**config.mk**
```make
export PLATFORM = sky130hd
export DESIGN_NAME = txprof_top
export DESIGN_NICKNAME = d
export VERILOG_FILES = /design/src/rtl/txprof_pkg.sv /design/src/rtl/txprof_fsm.sv /design/src/rtl/txprof_accum.sv /design/src/rtl/txprof_top.sv
export SDC_FILE = /design/constraint.sdc
export NUM_CORES = 2
export LEC_CHECK = 0
export ABC_CLOCK_PERIOD_IN_PS = 9600
export BUFFER_PORTS_ARGS = -buffer_cell sky130_fd_sc_hd__buf_2
export CAP_MARGIN = 20
export CELL_PAD_IN_SITES_DETAIL_PLACEMENT = 1
export CELL_PAD_IN_SITES_GLOBAL_PLACEMENT = 2
export CORE_AREA = 10 10 365 367
export CTS_CLUSTER_SIZE = 28
export DETAILED_ROUTE_END_ITERATION = 10
export DIE_AREA = 0 0 375 377
export PLACE_DENSITY = 0.79
export SETUP_SLACK_MARGIN = 0.05
export SLEW_MARGIN = 20
export SYNTH_ARGS = -nofsm -noshare
export SYNTH_HDL_FRONTEND = slang
export SYNTH_HIERARCHICAL = 1
export SYNTH_SLANG_ARGS = --single-unit
```
**constraint.sdc**
```tcl
create_clock -name clk -period 9.6 [get_ports clk]
set_clock_uncertainty 0.1 [all_clocks]
set_input_delay 2.88 -clock clk [delete_from_list [all_inputs] [get_ports clk]]
set_output_delay 2.88 -clock clk [all_outputs]
set_load 0.01 [all_outputs]
```
**src/rtl/txprof_pkg.sv**
```systemverilog
package txprof_pkg;
  localparam int NEV = 10;
  localparam int EV_BEGIN  = 0;
  localparam int EV_REQ    = 1;
  localparam int EV_CONF   = 2;
  localparam int EV_ABST   = 3;
  localparam int EV_ABDN   = 4;
  localparam int EV_RETRY  = 5;
  localparam int EV_CMST   = 6;
  localparam int EV_CMDN   = 7;
  localparam int EV_BARIN  = 8;
  localparam int EV_BAROUT = 9;

  localparam int NCAT = 8;
  localparam int CW   = 3;
  typedef enum logic [CW-1:0] {
    CAT_STALL, CAT_ABORT, CAT_WASTED, CAT_USEFUL,
    CAT_COMMIT, CAT_NONTX, CAT_BACKOFF, CAT_BARRIER
  } cat_e;

  typedef enum logic [2:0] {
    S_IDLE, S_TXN, S_ABORT, S_BACKOFF, S_COMMIT, S_BARRIER
  } st_e;

  localparam int AW = 4;
  localparam logic [AW-1:0] A_TOTAL = 4'd0;
  localparam logic [AW-1:0] A_RSZ   = 4'd9;
  localparam logic [AW-1:0] A_WSZ   = 4'd10;
  localparam logic [AW-1:0] A_ERR   = 4'd11;
  localparam logic [AW-1:0] A_CLR   = 4'd15;
endpackage

```
**src/rtl/txprof_fsm.sv**
```systemverilog
module txprof_fsm
  import txprof_pkg::*;
#(
  parameter int TS_W = 32,
  parameter int SZ_W = 16
) (
  input  logic            clk,
  input  logic            rst,
  input  logic            clr,
  input  logic [NEV-1:0]  ev,
  input  logic [SZ_W-1:0] rs_size,
  input  logic [SZ_W-1:0] ws_size,
  output logic            add_vld,
  output cat_e            add_cat,
  output logic [TS_W-1:0] add_amt,
  output logic [SZ_W-1:0] ab_rs,
  output logic [SZ_W-1:0] ab_ws,
  output logic            err,
  output st_e             st
);
  logic [TS_W-1:0] now, mark, req_ts, tstall;
  logic            pend;

  logic [TS_W-1:0] span, amt_n;
  logic            single, legal, add_n, move, req_hit, conf_hit, lat;
  st_e             st_n;
  cat_e            cat_n;

  always_comb begin
    span     = now - mark;
    single   = (ev != '0) && ((ev & (ev - 1'b1)) == '0);
    legal    = 1'b0;
    add_n    = 1'b0;
    move     = 1'b0;
    req_hit  = 1'b0;
    conf_hit = 1'b0;
    lat      = 1'b0;
    st_n     = st;
    cat_n    = CAT_STALL;
    amt_n    = '0;
    if (single) begin
      case (st)
        S_IDLE: begin
          if (ev[EV_BEGIN] || ev[EV_BARIN]) begin
            legal = 1'b1; add_n = 1'b1; move = 1'b1;
            cat_n = CAT_NONTX; amt_n = span;
            st_n  = ev[EV_BEGIN] ? S_TXN : S_BARRIER;
          end
        end
        S_BARRIER: begin
          if (ev[EV_BAROUT]) begin
            legal = 1'b1; add_n = 1'b1; move = 1'b1;
            cat_n = CAT_BARRIER; amt_n = span; st_n = S_IDLE;
          end
        end
        S_TXN: begin
          if (ev[EV_REQ]) begin
            legal = 1'b1; req_hit = 1'b1;
          end else if (ev[EV_CONF] && pend) begin
            legal = 1'b1; conf_hit = 1'b1; add_n = 1'b1;
            cat_n = CAT_STALL; amt_n = now - req_ts;
          end else if (ev[EV_ABST]) begin
            legal = 1'b1; add_n = 1'b1; move = 1'b1;
            cat_n = CAT_WASTED; amt_n = span - tstall; st_n = S_ABORT;
          end else if (ev[EV_CMST] || ev[EV_CMDN]) begin
            legal = 1'b1; add_n = 1'b1; move = 1'b1;
            cat_n = CAT_USEFUL; amt_n = span - tstall;
            st_n  = ev[EV_CMST] ? S_COMMIT : S_IDLE;
          end
        end
        S_ABORT: begin
          if (ev[EV_ABDN]) begin
            legal = 1'b1; add_n = 1'b1; move = 1'b1; lat = 1'b1;
            cat_n = CAT_ABORT; amt_n = span; st_n = S_BACKOFF;
          end
        end
        S_BACKOFF: begin
          if (ev[EV_RETRY]) begin
            legal = 1'b1; add_n = 1'b1; move = 1'b1;
            cat_n = CAT_BACKOFF; amt_n = span; st_n = S_TXN;
          end
        end
        S_COMMIT: begin
          if (ev[EV_CMDN]) begin
            legal = 1'b1; add_n = 1'b1; move = 1'b1;
            cat_n = CAT_COMMIT; amt_n = span; st_n = S_IDLE;
          end
        end
        default: ;
      endcase
    end
  end

  always_ff @(posedge clk) begin
    if (rst) begin
      now <= '0; mark <= '0; req_ts <= '0; tstall <= '0; pend <= 1'b0;
      st <= S_IDLE; err <= 1'b0; add_vld <= 1'b0; add_cat <= CAT_STALL;
      add_amt <= '0; ab_rs <= '0; ab_ws <= '0;
    end else begin
      now     <= now + 1'b1;
      add_vld <= 1'b0;
      if (clr) begin
        st <= S_IDLE; mark <= now + 1'b1; err <= 1'b0; pend <= 1'b0;
        tstall <= '0; ab_rs <= '0; ab_ws <= '0;
      end else begin
        if (ev != '0 && !legal) err <= 1'b1;
        if (legal) begin
          st      <= st_n;
          add_vld <= add_n;
          add_cat <= cat_n;
          add_amt <= amt_n;
          if (move) mark <= now;
          if (st_n == S_TXN && st != S_TXN) begin
            pend <= 1'b0; tstall <= '0;
          end
          if (req_hit) begin pend <= 1'b1; req_ts <= now; end
          if (conf_hit) begin pend <= 1'b0; tstall <= tstall + amt_n; end
          if (lat) begin ab_rs <= rs_size; ab_ws <= ws_size; end
        end
      end
    end
  end
endmodule

```
**src/rtl/txprof_accum.sv**
```systemverilog
module txprof_accum
  import txprof_pkg::*;
#(
  parameter int CNT_W = 48,
  parameter int TS_W  = 32,
  parameter int SZ_W  = 16
) (
  input  logic             clk,
  input  logic             rst,
  input  logic             clr,
  input  logic             add_vld,
  input  cat_e             add_cat,
  input  logic [TS_W-1:0]  add_amt,
  input  logic [SZ_W-1:0]  ab_rs,
  input  logic [SZ_W-1:0]  ab_ws,
  input  logic             err,
  input  logic             rd_en,
  input  logic [AW-1:0]    rd_addr,
  output logic [CNT_W-1:0] rd_data
);
  localparam int SUM_W = ((CNT_W > TS_W) ? CNT_W : TS_W) + 1;
  localparam logic [CNT_W-1:0] CMAX = '1;

  logic [CNT_W-1:0] cnt [NCAT];
  logic [CNT_W-1:0] total;

  function automatic logic [CNT_W-1:0] sat_add(input logic [CNT_W-1:0] a,
                                               input logic [TS_W-1:0] b);
    logic [SUM_W-1:0] s;
    s = SUM_W'(a) + SUM_W'(b);
    return (s > SUM_W'(CMAX)) ? CMAX : s[CNT_W-1:0];
  endfunction

  always_ff @(posedge clk) begin
    if (rst || clr) begin
      for (int i = 0; i < NCAT; i++) cnt[i] <= '0;
      total <= '0;
    end else begin
      for (int i = 0; i < NCAT; i++)
        if (add_vld && add_cat == cat_e'(i)) cnt[i] <= sat_add(cnt[i], add_amt);
      if (total != CMAX) total <= total + 1'b1;
    end
  end

  always_ff @(posedge clk) begin
    if (rst) begin
      rd_data <= '0;
    end else if (rd_en) begin
      rd_data <= '0;
      if (rd_addr == A_TOTAL) rd_data <= total;
      else if (rd_addr <= AW'(NCAT)) rd_data <= cnt[CW'(rd_addr - 1'b1)];
      else if (rd_addr == A_RSZ) rd_data <= CNT_W'(ab_rs);
      else if (rd_addr == A_WSZ) rd_data <= CNT_W'(ab_ws);
      else if (rd_addr == A_ERR) rd_data <= CNT_W'(err);
    end
  end
endmodule

```
**src/rtl/txprof_top.sv**
```systemverilog
module txprof_top
  import txprof_pkg::*;
#(
  parameter int CNT_W = 48,
  parameter int TS_W  = 32,
  parameter int SZ_W  = 16
) (
  input  logic             clk,
  input  logic             rst,
  input  logic             ev_begin,
  input  logic             ev_req,
  input  logic             ev_conflict,
  input  logic             ev_abort_start,
  input  logic             ev_abort_done,
  input  logic             ev_retry,
  input  logic             ev_commit_start,
  input  logic             ev_commit_done,
  input  logic             ev_bar_enter,
  input  logic             ev_bar_exit,
  input  logic [SZ_W-1:0]  rs_size,
  input  logic [SZ_W-1:0]  ws_size,
  input  logic             wr_en,
  input  logic [3:0]       wr_addr,
  input  logic             wr_data,
  input  logic             rd_en,
  input  logic [3:0]       rd_addr,
  output logic [CNT_W-1:0] rd_data,
  output logic             err
);
  logic [NEV-1:0]  ev;
  logic            clr;
  logic            add_vld;
  cat_e            add_cat;
  logic [TS_W-1:0] add_amt;
  logic [SZ_W-1:0] ab_rs, ab_ws;
  st_e             st;

  assign ev  = {ev_bar_exit, ev_bar_enter, ev_commit_done, ev_commit_start,
                ev_retry, ev_abort_done, ev_abort_start, ev_conflict,
                ev_req, ev_begin};
  assign clr = wr_en && (wr_addr == A_CLR) && wr_data;

  txprof_fsm #(.TS_W(TS_W), .SZ_W(SZ_W)) u_fsm (
    .clk(clk), .rst(rst), .clr(clr), .ev(ev),
    .rs_size(rs_size), .ws_size(ws_size),
    .add_vld(add_vld), .add_cat(add_cat), .add_amt(add_amt),
    .ab_rs(ab_rs), .ab_ws(ab_ws), .err(err), .st(st)
  );

  txprof_accum #(.CNT_W(CNT_W), .TS_W(TS_W), .SZ_W(SZ_W)) u_acc (
    .clk(clk), .rst(rst), .clr(clr),
    .add_vld(add_vld), .add_cat(add_cat), .add_amt(add_amt),
    .ab_rs(ab_rs), .ab_ws(ab_ws), .err(err),
    .rd_en(rd_en), .rd_addr(rd_addr), .rd_data(rd_data)
  );
endmodule

```
======== After elaboration in Yosys (flattened, before gate mapping) ========
Memories as Yosys holds them, arrays and structs flattened.
Index checks and enable logic that the tools add are counted.
word-level totals
  register bits ........................... 297
  output and inout bits ................... 49
  memories ................................ 1
  RAM bits ................................ 384
memories
  name       depth  bits a word  rd ports  clocked after memory_dff  write ports  line                source
  u_acc.cnt  8      48           9         0                         8            txprof_accum.sv:24  logic [CNT_W-1:0] cnt [NCAT];
operators by class
  muxes and demuxes ....................... 116
  reductions and logical operators ........ 35
  magnitude comparators ................... 9
  bitwise gates (word level) .............. 12
  equal/unequal tests ..................... 19
  add/sub/neg operators ................... 16
operators with widths
  cell                                                   number
  two-way mux 48 bit                                     20
  two-way mux 32 bit                                     15
  adder 48 x 32 -> 49 bit                                8
  > comparator 49 x 48 -> 1 bit (second input constant)  8
  one-hot mux 32 bit (6 select lines)                    1
  subtractor 32 bit                                      3
  two-way mux 3 bit                                      20
  two-way mux 1 bit                                      54
  adder 48 x 1 -> 48 bit (second input constant)         1
  != test 48 bit (second input constant)                 1
  one-hot mux 3 bit (6 select lines)                     2
  adder 32 x 1 -> 32 bit (second input constant)         1
  adder 32 bit                                           1
  equality test 3 bit (second input constant)            6
  one-hot mux 1 bit (6 select lines)                     3
  equality test 4 bit (second input constant)            4
  logical AND 1 bit                                      14
  equality test 3 x 2 -> 1 bit (second input constant)   4
  AND 10 bit                                             1
  logical NOT 10 bit                                     1
  AND reduction 2 bit                                    5
  nonzero test 10 bit                                    1
  subtractor 10 x 1 -> 10 bit (second input constant)    1
  equality test 3 x 1 -> 1 bit (second input constant)   3
  15 further kinds                                       29

======== Longest topological paths before layout ========
  word-level depth ........................ 12
  depth in mapped cells ................... 36

======== Cells and area by module ========
The synthesis kept the hierarchy.
by module, submodules not included
  module        cells an instance  times used  area each (µm²)
  txprof_accum  3728               1           36762.8
  txprof_fsm    1845               1           14325.0
  txprof_top    3                  1           13.8

======== Worst setup path after synthesis ========
OpenSTA, ideal clock, no wires.
  kind .................................... input to register
  start ................................... input ev_req
  end ..................................... register u_fsm.tstall[28]
  setup time .............................. 0.058 ns
  data arrival time ....................... 7.593 ns
  data required time ...................... 9.442 ns
  setup slack ............................. 1.849 ns
  path buffers ............................ 1
  stages .................................. 22
  cells stage by stage .................... or4_1 > nor3_1 > mux2i_1 > a21oi_1 > nor2_4 > nand2_2 > buf_1 > nor2_1 > ha_1 > fa_1 > a21o_1 > a41oi_1 > o21ai_1 > o311a_1 > nor2_1 > o21ai_1 > a41o_1 > o41ai_1 > o21ai_1 > a2111oi_0 > a41o_1 > a21o_1
on the way
  elaborated cells between the ends (all ways) .. 23
  classes of those cells .................. add/sub: 2; eq/ne: 1; mux: 13; bitwise: 1; reduce/logical: 6
RTL lines
  what                         line               source
  start: declaration           txprof_top.sv:11   input logic ev_req,
  subtractor 10 x 1 -> 10 bit  txprof_fsm.sv:31   single = (ev != '0) && ((ev & (ev - 1'b1)) == '0);
  AND 10 bit                   txprof_fsm.sv:31
  logical NOT 10 bit           txprof_fsm.sv:31
  logical AND 1 bit            txprof_fsm.sv:31
  two-way mux 32 bit *         txprof_fsm.sv:41   if (single) begin
  via u_fsm.amt_n[0]           txprof_fsm.sv:24   logic [TS_W-1:0] span, amt_n;
  adder 32 bit *               txprof_fsm.sv:117  if (conf_hit) begin pend <= 1'b0; tstall <= tstall + amt_n; end
  two-way mux 32 bit *         txprof_fsm.sv:117
  end signal: assignment       txprof_fsm.sv:104  tstall <= '0; ab_rs <= '0; ab_ws <= '0;
  end signal: assignment       txprof_fsm.sv:114  pend <= 1'b0; tstall <= '0;
  end signal: assignment       txprof_fsm.sv:117
  end: declaration             txprof_fsm.sv:21   logic [TS_W-1:0] now, mark, req_ts, tstall;
Mark *: on every way through the listed nets, which the timed path passes. The rest lies on a longest branch.
A chain may end at the register's enable or synchronous reset.

======== Worst setup path in the final report ========
  start ................................... register u_fsm.now[0]
  end ..................................... register u_fsm.tstall[28]
on the way
  longest elaborated chain between the ends .. 10
  elaborated cells between the ends (all ways) .. 16
  classes of those cells .................. add/sub: 4; mux: 12
RTL lines
  what                                   line                                source
  start: declaration                     txprof_fsm.sv:21
  start signal: assignment               txprof_fsm.sv:100                   now <= now + 1'b1;
  subtractor 32 bit                      txprof_fsm.sv:30                    span = now - mark;
  subtractor 32 bit                      txprof_fsm.sv:64, txprof_fsm.sv:67
  two-way mux 32 bit                     txprof_fsm.sv:65                    end else if (ev[EV_CMST] || ev[EV_CMDN]) begin
  two-way mux 32 bit                     txprof_fsm.sv:62                    end else if (ev[EV_ABST]) begin
  two-way mux 32 bit                     txprof_fsm.sv:59                    end else if (ev[EV_CONF] && pend) begin
  two-way mux 32 bit                     txprof_fsm.sv:57                    if (ev[EV_REQ]) begin
  one-hot mux 32 bit (6 select lines) *  txprof_fsm.sv:42                    case (st)
  two-way mux 32 bit *                   txprof_fsm.sv:41
  via u_fsm.amt_n[16]                    txprof_fsm.sv:24
  adder 32 bit *                         txprof_fsm.sv:117
  two-way mux 32 bit *                   txprof_fsm.sv:117
Marked as above.

==> flow_metrics.py <==
metrics = {
    "power_and_ir_drop": {
        "ir_drop_mv": 0.128,
        "total_power_mw": 7.99,
        "power_density_nw_per_um2": 142,
        "leakage_nw": 22.0,
    },
    "routing": {
        "route.vias.total": 44500,
        "drt_iter0_drc": 3304,
        "firstDrtPassIters": 5,
        "postRouteAntennaNets": 0,
        "wl_um": 173000,
        "via_per_inst": 6.07,
        "drcViolationCount": 0,
        "routedWlPerCell_um": 23.6,
    },
    "timing": {
        "hold_viol_final": 0,
        "final-max-slew-violation-count": 0,
        "fin_worst_hold_slack_ns": 0.358,
        "rsz0062_at_grt": "false",
        "min_period_ns": 7.85,
        "setup_slack_ns": 1.75,
        "period_share": 0.818,
        "setup-tns-final_ns": 0,
        "relSlewSlack": 0.187,
        "setup_viol": 0,
        "worst_pin_slew_ns": 1.22,
        "fmax_ghz": 0.127,
    },
    "synthesis": {
        "yosysSeqAreaShare": 0.342,
        "synth_top_area_frac": 0.226,
        "yosys_warnings": 6,
        "synth-edff-count": 384,
        "ys_top_cells_by_area": "edfxtp_1 (23%), dfxtp_1 (12%), ha_1 (9.5%), a21oi_1 (6.9%), mux4_2 (4.2%)",
        "synthArstFlopShare": 0,
        "synth_seq_cells": 681,
        "synth_flop_cell": "edfxtp_1",
        "syn_area_um2": 51100,
        "avgSynthCellArea_um2": 9.16,
        "synth_fp_nets": 6030,
        "synth.largest_area_cell": "edfxtp_1",
        "synthCells": 5576,
        "synth_cell_types": 122,
    },
    "cells_and_area": {
        "num-nets-final": 6053,
        "diodes": 0,
        "area_growth_pct": 10.5,
        "drive_gt1_frac": 0.105,
        "fin_util": 0.450,
    },
    "global_route": {
        "grt_max_degree": 81,
        "grt_pass1_vias": 44900,
        "grtUsageTotal": 0.236,
        "grt_antenna_before_repair": 8,
        "overflow": 0,
        "grt_pass1_wl_um": 268000,
    },
    "critical_path": {
        "worstPathRequired_ns": 10.15,
        "worst_ep_arrival_time_ns": 8.40,
        "cpLargestDelayFamily": "compound AO/OA/AOI/OAI gates",
        "cp_slowest_cell": "a2111oi_0",
        "end_kind": "flop",
        "cp_num_buf_inv": 3,
        "cpPeakStageDelay_ns": 0.49,
        "crit_fanout": 9,
        "worstSetupStartpointType": "flop",
        "critPathKind": "flop to flop",
    },
    "clocking": {
        "clock_latency_ns": 0.72,
        "cts_hold_buf": 0,
        "clkSlewWorstSetupHoldPaths_ns": 0.06,
        "cts_root_buffer": "clkbuf_16",
        "cts_resized": 0,
        "cts_tree": "done",
        "cts_buffers": 88,
        "cts.sinks": 681,
        "cts_buffer_depth": 3,
        "h-tree-depth": 3,
        "post_cts_buffers": 0,
    },
    "die": {
        "start_util": 0.407,
        "design.core.area_um2": 125000,
        "chipHeight_um": 377,
        "fp-row-count": 130,
        "io_pins": 104,
        "die_x_um": 375,
        "die_area_um2": 141000,
    },
    "run": {
        "drv_cap": 0,
    },
    "worst_hold_path": {
        "hp-class": "flop to flop",
    },
    "placement": {
        "portBuffers": 103,
        "place_congestion": 0.886,
        "detailedPlace.worstSlack_ns": 1.20,
        "place_hpwl_um": 133000,
    },
    "status": {
        "status": "finished, final reports clean",
    },
}
==> flip-flops by register name, summed over array words and instances (netlist names) <==
signal	count
u_acc/rd_data	48
u_acc/total	48
u_fsm/ab_ws	16
u_fsm/err	1
u_fsm/req_ts	32
u_fsm/mark	32
u_fsm/add_cat	3
u_acc/cnt	384
u_fsm/add_vld	1
u_fsm/pend	1
u_fsm/tstall	32
u_fsm/st	3
u_fsm/now	32
u_fsm/ab_rs	16
u_fsm/add_amt	32
==> cell usage in the layout, fill, tap and decap left out, types with 17 or more instances in the layout <==
cell / Yosys / layout
nand2_1: 387 / 386
buf_4: 1 / 70
nand2b_1: 77 / 77
o21ai_0: 238 / 232
inv_1: 218 / 218
a22oi_1: 37 / 37
and2_1: 29 / 29
clkbuf_1: 180 / 17
a311oi_1: 20 / 20
nor2_1: 479 / 476
mux4_2: 96 / 96
a31oi_1: 76 / 76
a21oi_2: 24 / 25
nand4_1: 66 / 66
xor2_1: 231 / 230
edfxtp_1: 384 / 384
ha_1: 387 / 386
a21o_1: 168 / 168
o21a_1: 60 / 60
clkbuf_16: 0 / 98
and4_1: 26 / 26
o21bai_1: 57 / 57
o211ai_1: 28 / 28
o22ai_1: 22 / 22
mux2_2: 33 / 33
a21oi_1: 703 / 702
mux2i_1: 82 / 82
nor2b_1: 57 / 57
a221o_1: 24 / 24
xnor2_1: 208 / 208
dfxtp_1: 297 / 297
a211oi_1: 113 / 113
nand3_1: 133 / 131
buf_2: 23 / 101
and3_1: 91 / 90
nor3_1: 90 / 88
or3_1: 34 / 32
a222oi_1: 33 / 33
==> cell families after synthesis <==
logic type               count (synthesis)  synth area share
AND/OR/NAND/NOR                       1561             0.147
buffers and inverters                  459            0.0362
XOR/XNOR                               440            0.0757
multiplexers                           211            0.0656
AO/OA/AOI/OAI                         1824             0.233
adder cells (fa/ha/maj)                400            0.0997
flip-flops                             681             0.342
==> worst register-to-register path: cells and delay by family (launching register included) <==
family / cells / cell delay, ns
compound gates: 19 / 4.92
fa+ha+maj: 4 / 1.32
simple gates: 6 / 0.53
flops: 1 / 0.40
buf+inv: 3 / 0.29
xor+xnor: 2 / 0.23
==> layout make-up <==
class                      count  area, um^2
clock buffer                 131        2730
clock inverter                35         333
fill                       14400       69000
inverter                     218         818
multi-input combinational   4436       32000
sequential                   681       17500
tap                         1650        2060
timing repair buffer         174        1060
==> through the flow <==
| step | area [um^2] | instances |
|---|---|---|
| 6_report | 56500 | 7325 |
| 5_1_grt | 56500 | 7325 |
| 4_1_cts | 56400 | 7324 |
| 3_5_place_dp | 53400 | 7158 |
| 3_3_place_gp | 53400 | 7158 |
| 2_1_floorplan | 51100 | 5576 |
==> power by group <==
| group | switching (mW) | internal (mW) | total, mW |
|---|---|---|---|
| Combinational | 0.746 | 0.485 | 1.23 |
| Clock | 1.44 | 2.04 | 3.48 |
| Sequential | 0.0978 | 3.18 | 3.28 |
==> routing by layer <==
metal  wire, um  part of all wire  track usage
met1      81500              0.47        0.323
met5          0                 0            0
met4       3550             0.020       0.0583
met3       7840             0.045       0.0286
met2      80200              0.46        0.394
==> synthesized netlist by cell type (96+ instances only) <==
cell type,number
xnor2_1,208
inv_1,218
o21ai_0,238
ha_1,387
a21o_1,168
edfxtp_1,384
dfxtp_1,297
xor2_1,231
a21oi_1,703
nand2_1,387
mux4_2,96
a211oi_1,113
nor2_1,479
nand3_1,133
clkbuf_1,180
==> worst paths after layout <==
check                  from                to  slack (ns)  cells past startpoint
min          u_fsm/ab_rs[5]    u_fsm/ab_rs[5]        0.36                      2
max            u_fsm/now[0]  u_fsm/tstall[28]        1.75                     34
max reg2reg    u_fsm/now[0]  u_fsm/tstall[28]        1.75                     34
min reg2reg  u_fsm/ab_rs[5]    u_fsm/ab_rs[5]        0.36                      2
(Power assumes the default switching activity.)
